<file path="src/rtl/flash_guard_pkg.sv">
package flash_guard_pkg;
  typedef enum logic [2:0] {
    OP_NONE   = 3'd0,
    OP_WREN   = 3'd1,
    OP_WRDI   = 3'd2,
    OP_WRSR   = 3'd3,
    OP_PROG   = 3'd4,
    OP_SERASE = 3'd5,
    OP_BERASE = 3'd6,
    OP_RSVD   = 3'd7
  } fg_op_e;

  localparam int SR_BUSY = 0;
  localparam int SR_WEL  = 1;
  localparam int SR_BP0  = 2;
  localparam int SR_LOCK = 7;
endpackage

</file>
<file path="src/rtl/fg_region_check.sv">
module fg_region_check #(
  parameter int ADDR_W   = 24,
  parameter int BP_W     = 4,
  parameter int SMALL_LG = 16,
  parameter int LARGE_LG = 18
) (
  input  logic [ADDR_W-1:0] addr,
  input  logic [BP_W-1:0]   bp,
  input  logic              large_sect,
  output logic              in_region
);
  logic [ADDR_W-1:0] must_be_one;
  logic [7:0]        base_lg;
  logic [7:0]        floor_bit;

  assign base_lg   = large_sect ? 8'(LARGE_LG) : 8'(SMALL_LG);
  assign floor_bit = base_lg + 8'(bp);

  // Bits at or above the region floor must all be one for a hit.
  for (genvar i = 0; i < ADDR_W; i++) begin : g_bit
    assign must_be_one[i] = (8'(i) >= floor_bit);
  end

  assign in_region = (bp != '0) && (&(addr | ~must_be_one));
endmodule

</file>
<file path="src/rtl/fg_decide.sv">
module fg_decide
  import flash_guard_pkg::*;
#(
  parameter int BP_W = 4
) (
  input  logic       clk,
  input  logic       rst,
  input  logic       valid,
  input  fg_op_e     op,
  input  logic       in_region,
  input  logic       wel,
  input  logic       busy,
  input  logic       lock,
  input  logic [BP_W-1:0] bp,
  input  logic       wp_n,
  output logic       grant_d,
  output logic       reject_d,
  output logic       wel_set,
  output logic       wel_clr,
  output logic       sr_load
);
  logic write_op;
  logic refuse;

  always_comb begin
    write_op = (op == OP_WRSR) || (op == OP_PROG) ||
               (op == OP_SERASE) || (op == OP_BERASE);
    refuse = !wel || busy;
    case (op)
      OP_WRSR:   refuse = refuse || (lock && !wp_n);
      OP_PROG,
      OP_SERASE: refuse = refuse || in_region;
      OP_BERASE: refuse = refuse || (bp != '0);
      default:   ;
    endcase
    grant_d  = valid && write_op && !refuse;
    reject_d = valid && write_op && refuse;
    wel_set  = valid && (op == OP_WREN);
    wel_clr  = valid && (op == OP_WRDI);
    sr_load  = grant_d && (op == OP_WRSR);
  end

  p_lock_holds_r6: assert property (@(posedge clk) disable iff (rst)
    (valid && op == OP_WRSR && lock && !wp_n) |-> !grant_d);

  p_bulk_guard_r10: assert property (@(posedge clk) disable iff (rst)
    (valid && op == OP_BERASE && bp != '0) |-> !grant_d);
endmodule

</file>
<file path="src/rtl/fg_status_regs.sv">
module fg_status_regs #(
  parameter int  BP_W       = 4,
  parameter logic [BP_W-1:0] RESET_BP = '0,
  parameter logic RESET_LOCK = 1'b0
) (
  input  logic            clk,
  input  logic            rst,
  input  logic            grant_d,
  input  logic            reject_d,
  input  logic            wel_set,
  input  logic            wel_clr,
  input  logic            sr_load,
  input  logic [BP_W-1:0] new_bp,
  input  logic            new_lock,
  input  logic            done,
  output logic            busy_q,
  output logic            wel_q,
  output logic [BP_W-1:0] bp_q,
  output logic            lock_q,
  output logic            grant_q,
  output logic            reject_q
);
  always_ff @(posedge clk) begin
    if (rst) begin
      busy_q   <= 1'b0;
      wel_q    <= 1'b0;
      bp_q     <= RESET_BP;
      lock_q   <= RESET_LOCK;
      grant_q  <= 1'b0;
      reject_q <= 1'b0;
    end else begin
      grant_q  <= grant_d;
      reject_q <= reject_d;
      if (done)    busy_q <= 1'b0;
      if (wel_set) wel_q  <= 1'b1;
      if (wel_clr) wel_q  <= 1'b0;
      if (grant_d) begin
        busy_q <= 1'b1;
        wel_q  <= 1'b0;
      end
      if (sr_load) begin
        bp_q   <= new_bp;
        lock_q <= new_lock;
      end
    end
  end

  p_one_pulse_r11: assert property (@(posedge clk) disable iff (rst)
    !(grant_q && reject_q));

  p_grant_state_r4: assert property (@(posedge clk) disable iff (rst)
    grant_q |-> (busy_q && !wel_q));

  p_grant_had_wel_r3: assert property (@(posedge clk) disable iff (rst)
    grant_q |-> $past(wel_q));

  p_reject_keeps_r3: assert property (@(posedge clk) disable iff (rst)
    reject_q |-> ($stable(bp_q) && $stable(lock_q) && $stable(wel_q)));
endmodule

</file>
<file path="src/rtl/flash_guard.sv">
module flash_guard
  import flash_guard_pkg::*;
#(
  parameter int ADDR_W   = 24,
  parameter int BP_W     = 4,
  parameter int SMALL_LG = 16,
  parameter int LARGE_LG = 18
) (
  input  logic              clk,
  input  logic              rst,
  input  logic              req_valid,
  input  logic [2:0]        req_op,
  input  logic [ADDR_W-1:0] req_addr,
  input  logic [7:0]        req_data,
  input  logic              wp_n,
  input  logic              cfg_large_sect,
  input  logic              op_done,
  output logic              grant,
  output logic              reject,
  output logic [7:0]        status
);
  localparam int BP_HI = SR_BP0 + BP_W - 1;

  fg_op_e          op;
  logic            in_region;
  logic            busy_q, wel_q, lock_q;
  logic [BP_W-1:0] bp_q;
  logic            grant_d, reject_d, wel_set, wel_clr, sr_load;

  assign op = fg_op_e'(req_op);

  fg_region_check #(
    .ADDR_W(ADDR_W), .BP_W(BP_W), .SMALL_LG(SMALL_LG), .LARGE_LG(LARGE_LG)
  ) u_region (
    .addr(req_addr), .bp(bp_q), .large_sect(cfg_large_sect),
    .in_region(in_region)
  );

  fg_decide #(.BP_W(BP_W)) u_decide (
    .clk(clk), .rst(rst), .valid(req_valid), .op(op),
    .in_region(in_region), .wel(wel_q), .busy(busy_q), .lock(lock_q),
    .bp(bp_q), .wp_n(wp_n), .grant_d(grant_d), .reject_d(reject_d),
    .wel_set(wel_set), .wel_clr(wel_clr), .sr_load(sr_load)
  );

  fg_status_regs #(.BP_W(BP_W)) u_regs (
    .clk(clk), .rst(rst), .grant_d(grant_d), .reject_d(reject_d),
    .wel_set(wel_set), .wel_clr(wel_clr), .sr_load(sr_load),
    .new_bp(req_data[BP_HI:SR_BP0]), .new_lock(req_data[SR_LOCK]),
    .done(op_done), .busy_q(busy_q), .wel_q(wel_q), .bp_q(bp_q),
    .lock_q(lock_q), .grant_q(grant), .reject_q(reject)
  );

  always_comb begin
    status                  = '0;
    status[SR_BUSY]         = busy_q;
    status[SR_WEL]          = wel_q;
    status[BP_HI:SR_BP0]    = bp_q;
    status[SR_LOCK]         = lock_q;
  end
endmodule

</file>
<file path="config.mk">
export PLATFORM = sky130hd
export DESIGN_NAME = flash_guard
export DESIGN_NICKNAME = d
export VERILOG_FILES = /design/src/rtl/flash_guard_pkg.sv /design/src/rtl/fg_region_check.sv /design/src/rtl/fg_decide.sv /design/src/rtl/fg_status_regs.sv /design/src/rtl/flash_guard.sv
export SDC_FILE = /design/constraint.sdc
export NUM_CORES = 1
export LEC_CHECK = 0
export ABC_AREA = 1
export BUFFER_PORTS_ARGS = -buffer_cell sky130_fd_sc_hd__buf_2
export CELL_PAD_IN_SITES_DETAIL_PLACEMENT = 0
export CELL_PAD_IN_SITES_GLOBAL_PLACEMENT = 1
export CORE_MARGIN = 2
export CORE_UTILIZATION = 31
export DETAILED_ROUTE_END_ITERATION = 7
export PLACE_DENSITY_LB_ADDON = 0.2
export SLEW_MARGIN = 30
export SYNTH_ARGS = -nofsm -noshare
export SYNTH_HDL_FRONTEND = slang
export SYNTH_HIERARCHICAL = 1
export SYNTH_SLANG_ARGS = --single-unit
</file>
<file path="constraint.sdc">
create_clock -name clk -period 4.58 [get_ports clk]
set_input_delay 0 -clock clk [delete_from_list [all_inputs] [get_ports clk]]
set_output_delay 0 -clock clk [all_outputs]
set_load 0.01 [all_outputs]
</file>
After elaboration in Yosys (flattened, before gate mapping)
Cells that the tools add are included.
Operators by class
  $add $sub $neg: 1
  order comparisons: 24
  equality and inequality tests: 6
  multiplexer cells: 4
  bitwise gates (word level): 2
  reduce and logical (&&, ||, !) cells: 23
Operators by type and width (number)
  >= comparator 4 x 8 -> 1 bit (first input constant): 8
  >= comparator 5 x 8 -> 1 bit (first input constant): 8
  >= comparator 3 x 8 -> 1 bit (first input constant): 4
  NOT 24 bit: 1
  OR 24 bit: 1
  AND reduction 24 bit: 1
  >= comparator 1 x 8 -> 1 bit (first input constant): 2
  >= comparator 2 x 8 -> 1 bit (first input constant): 2
  equality test 3 bit (second input constant): 3
  adder 8 x 4 -> 8 bit: 1
  logical AND 1 bit: 8
  logical OR 1 bit: 7
  equality test 3 x 2 -> 1 bit (second input constant): 2
  nonzero test 4 bit: 1
  equality test 3 x 1 -> 1 bit (second input constant): 1
  logical NOT 1 bit: 3
  case mux 1 bit (3 select lines): 1
  OR reduction 3 bit: 1
  2-to-1 mux 1 bit: 2
  2-to-1 mux 2 bit: 1
  nonzero test 2 bit: 1
  OR reduction 2 bit: 1
Word-level totals
  register bits after elaboration: 9
  bits of input ports: 41
  output and inout port bits: 10
  word-level logic and storage cells: 66

Depth between registers and ports, before layout
Gate-level depths: netlist of run 1.
  depth after elaboration: 12
  gate-level depth with buffers: 25
  gate-level depth less buffers: 23

Hierarchy
Netlist of run 1, hierarchy kept.
Modules (own cells, without submodules)
  fg_region_check: times used 1, cells each 110, area an instance 531.8 µm², seq. area each 0.0 µm²
  fg_status_regs: times used 1, cells each 46, area an instance 330.3 µm², seq. area each 180.2 µm²
  fg_decide: times used 1, cells each 30, area an instance 128.9 µm², seq. area each 0.0 µm²
  flash_guard: times used 1, cells each 5, area an instance 33.8 µm², seq. area each 0.0 µm²

Least setup slack after synthesis of run 1
No wires, ideal clock.
  path kind: reg2reg
  start: register u_regs.bp_q[1]
  end: register u_regs.bp_q[2]
  setup time: 114 ps
  arrival: 2469 ps
  required time: 4466 ps
  setup slack: 1998 ps
  stages on the path, launching flop included: 21
  path buffers: 1
  period minus slack after synthesis: 2582 ps
  cell sequence: dfxtp_1 -> ha_1 -> ha_1 -> ha_1 -> inv_1 -> nand3_1 -> o21ai_2 -> inv_1 -> a21oi_1 -> nor2_1 -> nand2_1 -> nor2_1 -> nand3_1 -> nand3_1 -> nand2_1 -> nand3_2 -> nor2_1 -> buf_6 -> nand2_1 -> nand2_1 -> nor2_1
Between the ends
  longest elaborated chain between the ends: 11
  elaborated cells on any way between the ends: 36
  those cells by class: add/sub (1); order compare (24); mux (1); bitwise (2); reduce/logical (8)
Ends and longest elaborated chain
  from (decl): line fg_status_regs.sv:18  | output logic [BP_W-1:0] bp_q,
  from (signal assigned): line fg_status_regs.sv:42  | bp_q <= new_bp;
  adder 8 x 4 -> 8 bit: line fg_region_check.sv:17  | assign floor_bit = base_lg + 8'(bp);
  >= comparator 1 x 8 -> 1 bit, or another cell as far along: line fg_region_check.sv:21  | assign must_be_one[i] = (8'(i) >= floor_bit);
  NOT 24 bit: line fg_region_check.sv:24  | assign in_region = (bp != '0) && (&(addr | ~must_be_one));
  OR 24 bit: line fg_region_check.sv:24
  AND reduction 24 bit: line fg_region_check.sv:24
  logical AND 1 bit *: line fg_region_check.sv:24
  named net in_region: line flash_guard.sv:25  | logic in_region;
  logical OR 1 bit *: line fg_decide.sv:32  | OP_SERASE: refuse = refuse || in_region;
  case mux 1 bit (3 select lines) *: line fg_decide.sv:29  | case (op)
  logical NOT 1 bit *: line fg_decide.sv:36  | grant_d = valid && write_op && !refuse;
  logical AND 1 bit *: line fg_decide.sv:36
  logical AND 1 bit *: line fg_decide.sv:40  | sr_load = grant_d && (op == OP_WRSR);
  named net sr_load: line flash_guard.sv:28  | logic grant_d, reject_d, wel_set, wel_clr, sr_load;
The timed path passes the listed nets; every way through them passes the cells marked *.
A chain may end at the register's enable or synchronous reset.

Worst setup path after layout of run 1
  start: register u_regs.bp_q[1]
  end: register u_regs.bp_q[0]
Same word-level chain as after synthesis.

==> parameters.txt, run 1 <==
Parameter                              Value

Run status
  Outcome ... finished, final reports clean

Placed design
  Minimum setup slack after placement ... 1230 ps
  Buffers on Ports ... 46
  Cell count after placement ... 275
  HPWL after DPL ... 2.25 mm
  Standard cell area after detailed placement ... 1260 um^2
  RD Place Congestion ... 0.801

Power
  Total design power ... 180 uW
  Power Dens Cells ... 138 nW/um^2
  Worst VDD drop ... 0.174 mV
  Leakage power ... 0.776 nW

Synthesis
  Mean instance size in the synthesized netlist ... 5.37 um^2
  Synth Instances ... 191
  Area of the mapped netlist ... 1020 um^2
  Flip-flop and latch count after synthesis ... 9
  Library cells used by synthesis ... 21
  Sequential area share after synthesis ... 17.6%
  Synth Warn # ... 6
  Number of nets produced by synthesis ... 236

STA
  Total Negative Setup Slacks ... 0 ps
  Post-layout minimum cycle time ... 3320 ps
  Number of pins exceeding their max-slew limit in the final report ... 0
  Final count of hold timing violations ... 0
  Minimum hold slack ... 34.3 ps
  Setup violators final ... 0
  Portion of the clock cycle consumed by the worst path in the final layout ... 72.6%
  Setup skew after layout ... 2.39 ps
  Max Freq ... 0.301 GHz
  Setup repair after global routing missed its margin ... no
  Rel. slew slack ... 59.0%
  Transition at the pin with the smallest max-transition slack ... 613 ps
  Final worst setup slack ... 1260 ps

Route
  1st-pass router iterations ... 4
  Detail-routed via count per cell ... 4.32
  DRC violation total after the first TritonRoute iteration ... 46
  Routed Antenna Nets ... 0
  DRC violations left ... 0
  Wirelength per Cell ... 9.60 um
  Wire length after detailed routing ... 2.70 mm
  Total number of vias ... 1,215

CTS
  CTS tree ... done
  Longest Clk Path Bufs ... 2
  Count of buffers added by post-CTS timing repair for setup ... 0
  CTS-repair resized insts ... 0
  Clock Sinks ... 9
  Clock edge transition at the registers on the reported setup and hold paths ... 60 ps
  Maximum level of the CTS H-tree ... 1
  Clock root buffer master ... sky130_fd_sc_hd__clkbuf_4
  Number of buffers inserted during clock tree synthesis ... 3
  Clock insertion delay at the later pin of the skew report ... 250 ps
  Number of buffers inserted by hold repair at cts ... 2

Worst setup path
  Setup slack of the worst register-to-register path ... 1260 ps
  Count of cells along the worst register-to-register path ... 23
  Endpoint required time on the critical path ... 4730 ps
  Critical Setup Path Class ... register to register
  Reg-to-reg startpoint ... u_regs/bp_q[1]
  Worst Setup SP ... u_regs/bp_q[1]
  Crit path DAT ... 3470 ps
  Kind of launch point of the worst setup path ... register
  Crit end category ... register
  Peak fanout along the critical path ... 11

Final layout
  Post-layout util ... 42.0%
  Filler cell count ... 380
  Finished Cell Area ... 1300 um^2
  Leading cell type in the layout, fill and taps excluded ... sky130_fd_sc_hd__nand2_1
  Share of cells above drive strength 1 ... 22.4%
  Total Nets Final ... 283
  Seq. cell area ... 180 um^2
  Antenna Diode Count ... 0
  Final cell count without fillers ... 281
  Area Growth Syn to Fin ... 27.2%
  Combined area of the multi-input logic cells ... 661 um^2
  Most frequent cells in the layout ... 58 x sky130_fd_sc_hd__nand2_1, 46 x sky130_fd_sc_hd__buf_2, 34 x sky130_fd_sc_hd__inv_1, 34 x sky130_fd_sc_hd__nor2_1, 16 x sky130_fd_sc_hd__nand3_1

Die
  Starting density of the core ... 33.0%
  I/O pins ... 51
  Full die area ... 3780 um^2
  Core box area ... 3100 um^2
  Std-Cell Rows ... 20
  Die H ... 61.5 um
  Die outline width ... 61.5 um

Min path
  Hold Crit Class ... input pin to register
  Hold path startpoint ... req_data[7]
  Number of instances on the worst hold path ... 5

Global route
  Global-route congestion overflow total ... 0
  Largest net degree at the start of global routing ... 12
  Number of global-route vias before repair ... 1,066
  Initial antenna violation count ... 0
  GRT Total Usage ... 15.3%
  Wire length of the first global-routing pass ... 4.44 mm

Flow run
  Maximum capacitance violations ... 0
-- routing by layer --
metal  global-route usage (%)  vias to the layer above  part of all wire [%]
met5                        0                        -                     0
met4                    0.912                        0                     0
met3                     2.94                        0                   5.5
met2                     26.6                       30                    48
met1                     20.4                      508                    46
li1                         -                      677                     -
-- where the power goes --
group	internal [mW]	switching (mW)	total, mW
logic	0.0214	0.0200	0.0414
clock network	0.0334	0.0252	0.0586
registers	0.0792	0.000642	0.0799
-- cell families (layout without fill, tap and decap cells) --
| family | count (synthesis) | count (layout) | synth area share (%) |
|---|---|---|---|
| simple gates | 118 | 118 | 48.1 |
| buf+inv | 41 | 87 | 17.9 |
| compound gates | 18 | 18 | 11.1 |
| fa+ha+maj | 4 | 4 | 4.88 |
| flops | 9 | 9 | 17.6 |
| other cells | 1 | 1 | 0.366 |
-- final cells by class --
class	count	area share [%]
flip-flops and latches	9	13.8
well taps	44	4.22
multi-input cells	141	50.7
inverters	35	10.1
repair buffers	48	19.2
clock buffers	4	2.02
-- flip-flops by register name, indices dropped and copies added (netlist names) --
signal and flops:
u_regs/bp_q 4, u_regs/busy_q 1, u_regs/grant_q 1, u_regs/lock_q 1, u_regs/reject_q 1, u_regs/wel_q 1
-- worst max-delay path, stage by stage (launching register included) --
cell	delay, ps
sky130_fd_sc_hd__dfxtp_1	370
sky130_fd_sc_hd__ha_1	270
sky130_fd_sc_hd__ha_1	200
sky130_fd_sc_hd__ha_1	190
sky130_fd_sc_hd__inv_1	150
sky130_fd_sc_hd__nand2_1	80
sky130_fd_sc_hd__nor2_2	330
sky130_fd_sc_hd__nand3_1	170
sky130_fd_sc_hd__nand2_1	100
sky130_fd_sc_hd__nand2_1	50
sky130_fd_sc_hd__nand2_1	50
sky130_fd_sc_hd__inv_1	30
sky130_fd_sc_hd__nand2_1	60
sky130_fd_sc_hd__nor2_1	40
sky130_fd_sc_hd__nand2_1	60
sky130_fd_sc_hd__nor2_1	50
sky130_fd_sc_hd__nand3_1	80
sky130_fd_sc_hd__nand3_1	70
sky130_fd_sc_hd__nand2_1	90
sky130_fd_sc_hd__nand3_2	70
sky130_fd_sc_hd__nor2_1	480
sky130_fd_sc_hd__nand2_1	110
sky130_fd_sc_hd__nand2_1	80
sky130_fd_sc_hd__nor2_1	30
-- final timing paths --
kind                         end
hold reg to reg    u_regs/busy_q
setup / recovery  u_regs/bp_q[0]
setup reg to reg  u_regs/bp_q[0]
hold / removal     u_regs/lock_q
-- cell usage after synthesis --
library cell	n	area share, %
sky130_fd_sc_hd__a21o_1	1	0.73
sky130_fd_sc_hd__o21a_1	1	0.73
sky130_fd_sc_hd__inv_2	1	0.37
sky130_fd_sc_hd__a21oi_1	6	2.9
sky130_fd_sc_hd__nand4_1	3	1.8
sky130_fd_sc_hd__nand3b_1	3	2.2
sky130_fd_sc_hd__dfxtp_1	9	18
sky130_fd_sc_hd__nand3_1	16	7.8
sky130_fd_sc_hd__o21ai_2	1	0.85
sky130_fd_sc_hd__inv_1	34	12
sky130_fd_sc_hd__conb_1	1	0.37
sky130_fd_sc_hd__nand3_2	1	0.98
sky130_fd_sc_hd__ha_1	4	4.9
sky130_fd_sc_hd__o21bai_1	6	4.4
sky130_fd_sc_hd__buf_4	4	2.9
sky130_fd_sc_hd__nor2_2	1	0.61
sky130_fd_sc_hd__nor3_1	2	0.98
sky130_fd_sc_hd__o21ai_0	3	1.5
sky130_fd_sc_hd__nand2_1	58	21
sky130_fd_sc_hd__nor2_1	34	12
sky130_fd_sc_hd__buf_6	2	2.2
Note: power is estimated with default switching activity, not from simulation.
==> run 2: changes to the inputs <==
--- a/config.mk
+++ b/config.mk
@@ -5,12 +5,12 @@
 export SDC_FILE = /design/constraint.sdc
 export NUM_CORES = 1
 export LEC_CHECK = 0
-export ABC_AREA = 1
+export ABC_AREA = 0
 export BUFFER_PORTS_ARGS = -buffer_cell sky130_fd_sc_hd__buf_2
 export CELL_PAD_IN_SITES_DETAIL_PLACEMENT = 0
 export CELL_PAD_IN_SITES_GLOBAL_PLACEMENT = 1
 export CORE_MARGIN = 2
-export CORE_UTILIZATION = 31
+export CORE_UTILIZATION = 28
 export DETAILED_ROUTE_END_ITERATION = 7
 export PLACE_DENSITY_LB_ADDON = 0.2
 export SLEW_MARGIN = 30
==> constraint.sdc (replaced) <==
create_clock -name clk -period 2.84 [get_ports clk]
set_input_delay 0 -clock clk [delete_from_list [all_inputs] [get_ports clk]]
set_output_delay 0 -clock clk [all_outputs]
set_load 0.01 [all_outputs]
==> parameters.txt, run 2 <==
Parameter                              Value

Run status
  Outcome ... finished, final reports clean

CTS
  Clock Sinks ... 9 (unchanged)
  Clock insertion delay at the later pin of the skew report ... 250 ps (about the same)
  CTS tree ... done
  Clock edge transition at the registers on the reported setup and hold paths ... 60 ps (about the same)
  Clock root buffer master ... sky130_fd_sc_hd__clkbuf_4
  Maximum level of the CTS H-tree ... 1 (unchanged)
  Longest Clk Path Bufs ... 2 (unchanged)
  Number of buffers inserted during clock tree synthesis ... 3 (unchanged)

Global route
  Global-route congestion overflow total ... 0 (unchanged)
  Largest net degree at the start of global routing ... 13 (+1)
  Wire length of the first global-routing pass ... 4.71 mm (+6.1%)
  Met2 capacity usage during global routing ... 23.9% (-2.7 points)
  Met1 capacity usage during global routing ... 19.5% (-0.88 points)
  Gr busiest metal ... met2
  Initial antenna violation count ... 0 (unchanged)
  GRT Total Usage ... 14.2% (-1.1 points)
  GR met3 Demand/Resource ... 1.79% (-1.2 points)
  Number of global-route vias before repair ... 1,040 (-2.4%)

Worst setup path
  Ordered list of cells on the worst path ... ha_4 > ha_4 > ha_4 > buf_4 > or4_4 > o2bb2ai_2 > a211oi_1 > and3_4 > nand3b_1 > o2111ai_2 > nor3_2 > buf_4 > mux2i_1 > nor2_1
  Endpoint required time on the critical path ... 2980 ps (-1750 ps)
  Kind of launch point of the worst setup path ... register
  Crit path DAT ... 2940 ps (-530 ps)
  Peak fanout along the critical path ... 5 (-6)
  Cell type with the highest occurrence count on the critical path ... sky130_fd_sc_hd__ha_4
  Crit end category ... register
  Slowest stage cell on the critical path ... sky130_fd_sc_hd__or4_4
  Slowest cell delay on critical path ... 480 ps (about the same)
  Critical Setup Path Class ... register to register

Die
  Die outline width ... 63.6 um (+3.4%)
  I/O pins ... 51 (unchanged)
  Core box area ... 3360 um^2 (+8.4%)
  Std-Cell Rows ... 21 (+5.0%)
  Starting density of the core ... 29.6% (-3.4 points)
  Die H ... 63.6 um (+3.4%)
  Full die area ... 4040 um^2 (+7.0%)

Final layout
  Leading cell type in the layout, fill and taps excluded ... sky130_fd_sc_hd__buf_2
  Most frequent cells in the layout ... 46 x sky130_fd_sc_hd__buf_2, 14 x sky130_fd_sc_hd__buf_4, 10 x sky130_fd_sc_hd__nor2_1, 8 x sky130_fd_sc_hd__dfxtp_1
  Post-layout util ... 44.2% (+2.2 points)
  Area Growth Syn to Fin ... 49.4%
  Register with the most flip-flops ... u_regs/bp_q
  Share of cells above drive strength 1 ... 49.7% (+27 points)
  Antenna Diode Count ... 0 (unchanged)
  Number of flip-flops under the largest register name ... 4 (unchanged)
  Total Nets Final ... 227 (-20%)

Synthesis
  Library cells used by synthesis ... 52 (+150%)
  Number of enable-type register cells in the synthesized netlist ... 0 (unchanged)
  Proportion of netlist area held by the largest area contributor ... 18.1% (-3.1 points)
  Library cell with the highest instance count after synthesis ... sky130_fd_sc_hd__nor2_1
  Sequential area share after synthesis ... 18.1% (+0.53 points)
  Main area contributors after synthesis ... sky130_fd_sc_hd__dfxtp_1 18%, sky130_fd_sc_hd__buf_4 5.3%, sky130_fd_sc_hd__ha_1 5.0%
  Number of nets produced by synthesis ... 167 (-29%)
  Flip-flop and latch count after synthesis ... 9 (unchanged)
  Synth Instances ... 122 (-36%)
  Synth Warn # ... 6 (unchanged)
  Area of the mapped netlist ... 995 um^2 (-2.9%)
  Synth async-reset ratio ... 0% (unchanged)
  Mean instance size in the synthesized netlist ... 8.15 um^2 (+52%)
  Most frequent cells after synthesis ... 10 x sky130_fd_sc_hd__nor2_1, 9 x sky130_fd_sc_hd__dfxtp_1, 7 x sky130_fd_sc_hd__buf_4, 7 x sky130_fd_sc_hd__nand2_1, 7 x sky130_fd_sc_hd__o21ai_0
  Top cell type by total area after synthesis ... sky130_fd_sc_hd__dfxtp_1
  Top_reg_cell synth ... sky130_fd_sc_hd__dfxtp_1

Power
  Leakage power ... 0.621 nW (-20%)
  Worst VDD drop ... 0.167 mV (-3.6%)
  Total design power ... 304 uW (+69%)
  Power Dens Cells ... 205 nW/um^2 (+48%)

Route
  1st-pass router iterations ... 4 (unchanged)
  Detail-routed via count per cell ... 4.89 (+13%)
  Routed Antenna Nets ... 0 (unchanged)
  DRC violation total after the first TritonRoute iteration ... 53 (+15%)
  Total number of vias ... 1,111 (-8.6%)
  DRC violations left ... 0 (unchanged)
  Wirelength per Cell ... 13.0 um (+36%)
  Wire length after detailed routing ... 2.96 mm (+9.6%)

STA
  Post-layout minimum cycle time ... 2800 ps (-528 ps)
  Final worst setup slack ... 45.0 ps (-1210 ps)
  Final count of hold timing violations ... 0 (unchanged)
  Setup skew after layout ... 2.32 ps (-0.0668 ps)
  Setup repair after global routing missed its margin ... yes
  Setup violators final ... 0 (unchanged)
  Max Freq ... 0.358 GHz (+19%)
  Portion of the clock cycle consumed by the worst path in the final layout ... 98.4% (+26 points)
  Number of pins exceeding their max-slew limit in the final report ... 0 (unchanged)

Placed design
  Buffers on Ports ... 46 (unchanged)
  HPWL after DPL ... 2.24 mm (-0.47%)
  RD Place Congestion ... 0.895 (+12%)
  Minimum setup slack after placement ... -90.9 ps (-1330 ps)

Flow run
  Maximum capacitance violations ... 0 (unchanged)

Min path
  Hold Crit Class ... input pin to register
run 2: changes by cell type after synthesis, sizes merged, moves of 4 or more:
cell    before  now
nor4         0    4
o21bai       6    0
o211ai       0    4
nand2b       0    4
mux2i        0    5
buf          6   12
inv         35    4
nand2       58    7
nor2        35   10
o21ai        4    8
nand3       17    3
run 2: stage by stage:
stage	instances	hold WS (ps)	setup TNS [ps]	cell area, um^2
global route	227	39.5	-404	1490
detailed placement	216	244	-419	1290
finish	227	36.6	0	1490
global placement	216	239	-181	1290
floorplan	122	147	0	998
CTS	226	40.0	0	1400
run 2: metal layers:
layer,vias up,share of wire [%]
li1,573,-
met5,-,0
met2,40,47
met4,0,0.30
met1,496,47
met3,2,6.0
run 2: area by class of cell:
| class | instances | area [um^2] |
|---|---|---|
| clock buffers | 4 | 26.3 |
| flip-flops and latches | 9 | 181 |
| multi-input cells | 97 | 800 |
| inverters | 4 | 15.0 |
| repair buffers | 67 | 407 |
| well taps | 46 | 57.6 |
| fillers | 376 | 1880 |
run 2: worst max-delay path, delay by kind of cell, from the launching register on:
family	cells	cell delay, ps
AND/OR/NAND/NOR	5	980
adder cells (fa/ha/maj)	3	530
flip-flops	1	330
buffers and inverters	2	320
AO/OA/AOI/OAI	3	320
multiplexers	1	190
run 2: kinds of logic (layout without fill, tap and decap cells):
family	count (synthesis)	after routing	synth area share, %
AO/OA/AOI/OAI	35	35	23.9
buffers and inverters	16	75	11.8
AND/OR/NAND/NOR	50	50	33.8
adder cells (fa/ha/maj)	5	5	6.04
XOR/XNOR	1	1	0.881
multiplexers	5	5	5.03
other	1	1	0.377
flip-flops	9	9	18.1
run 2: repair_timing:
action                     CTS  global route
gates resized for setup      3            15
buffers inserted             0             1
pin swaps                    0            11
setup endpoints to repair    7             8
hold buffers                 6             0
hold endpoints to repair     6             0
run 2: final timing paths:
check,from,end,slack [ps],cells after the start
worst min register to register,u_regs/busy_q,u_regs/busy_q,500,2
worst max register to register,u_regs/bp_q[1],u_regs/bp_q[1],40,14
worst max-delay path,u_regs/bp_q[1],u_regs/bp_q[1],40,14
worst min-delay path,rst,u_regs/bp_q[0],40,2
run 2: power breakdown:
part	internal, mW	total, mW	switching, mW	leakage, nW
registers	0.128	0.129	0.000941	0.0732
logic	0.0442	0.0786	0.0344	0.533
clock network	0.0540	0.0971	0.0431	0.0150
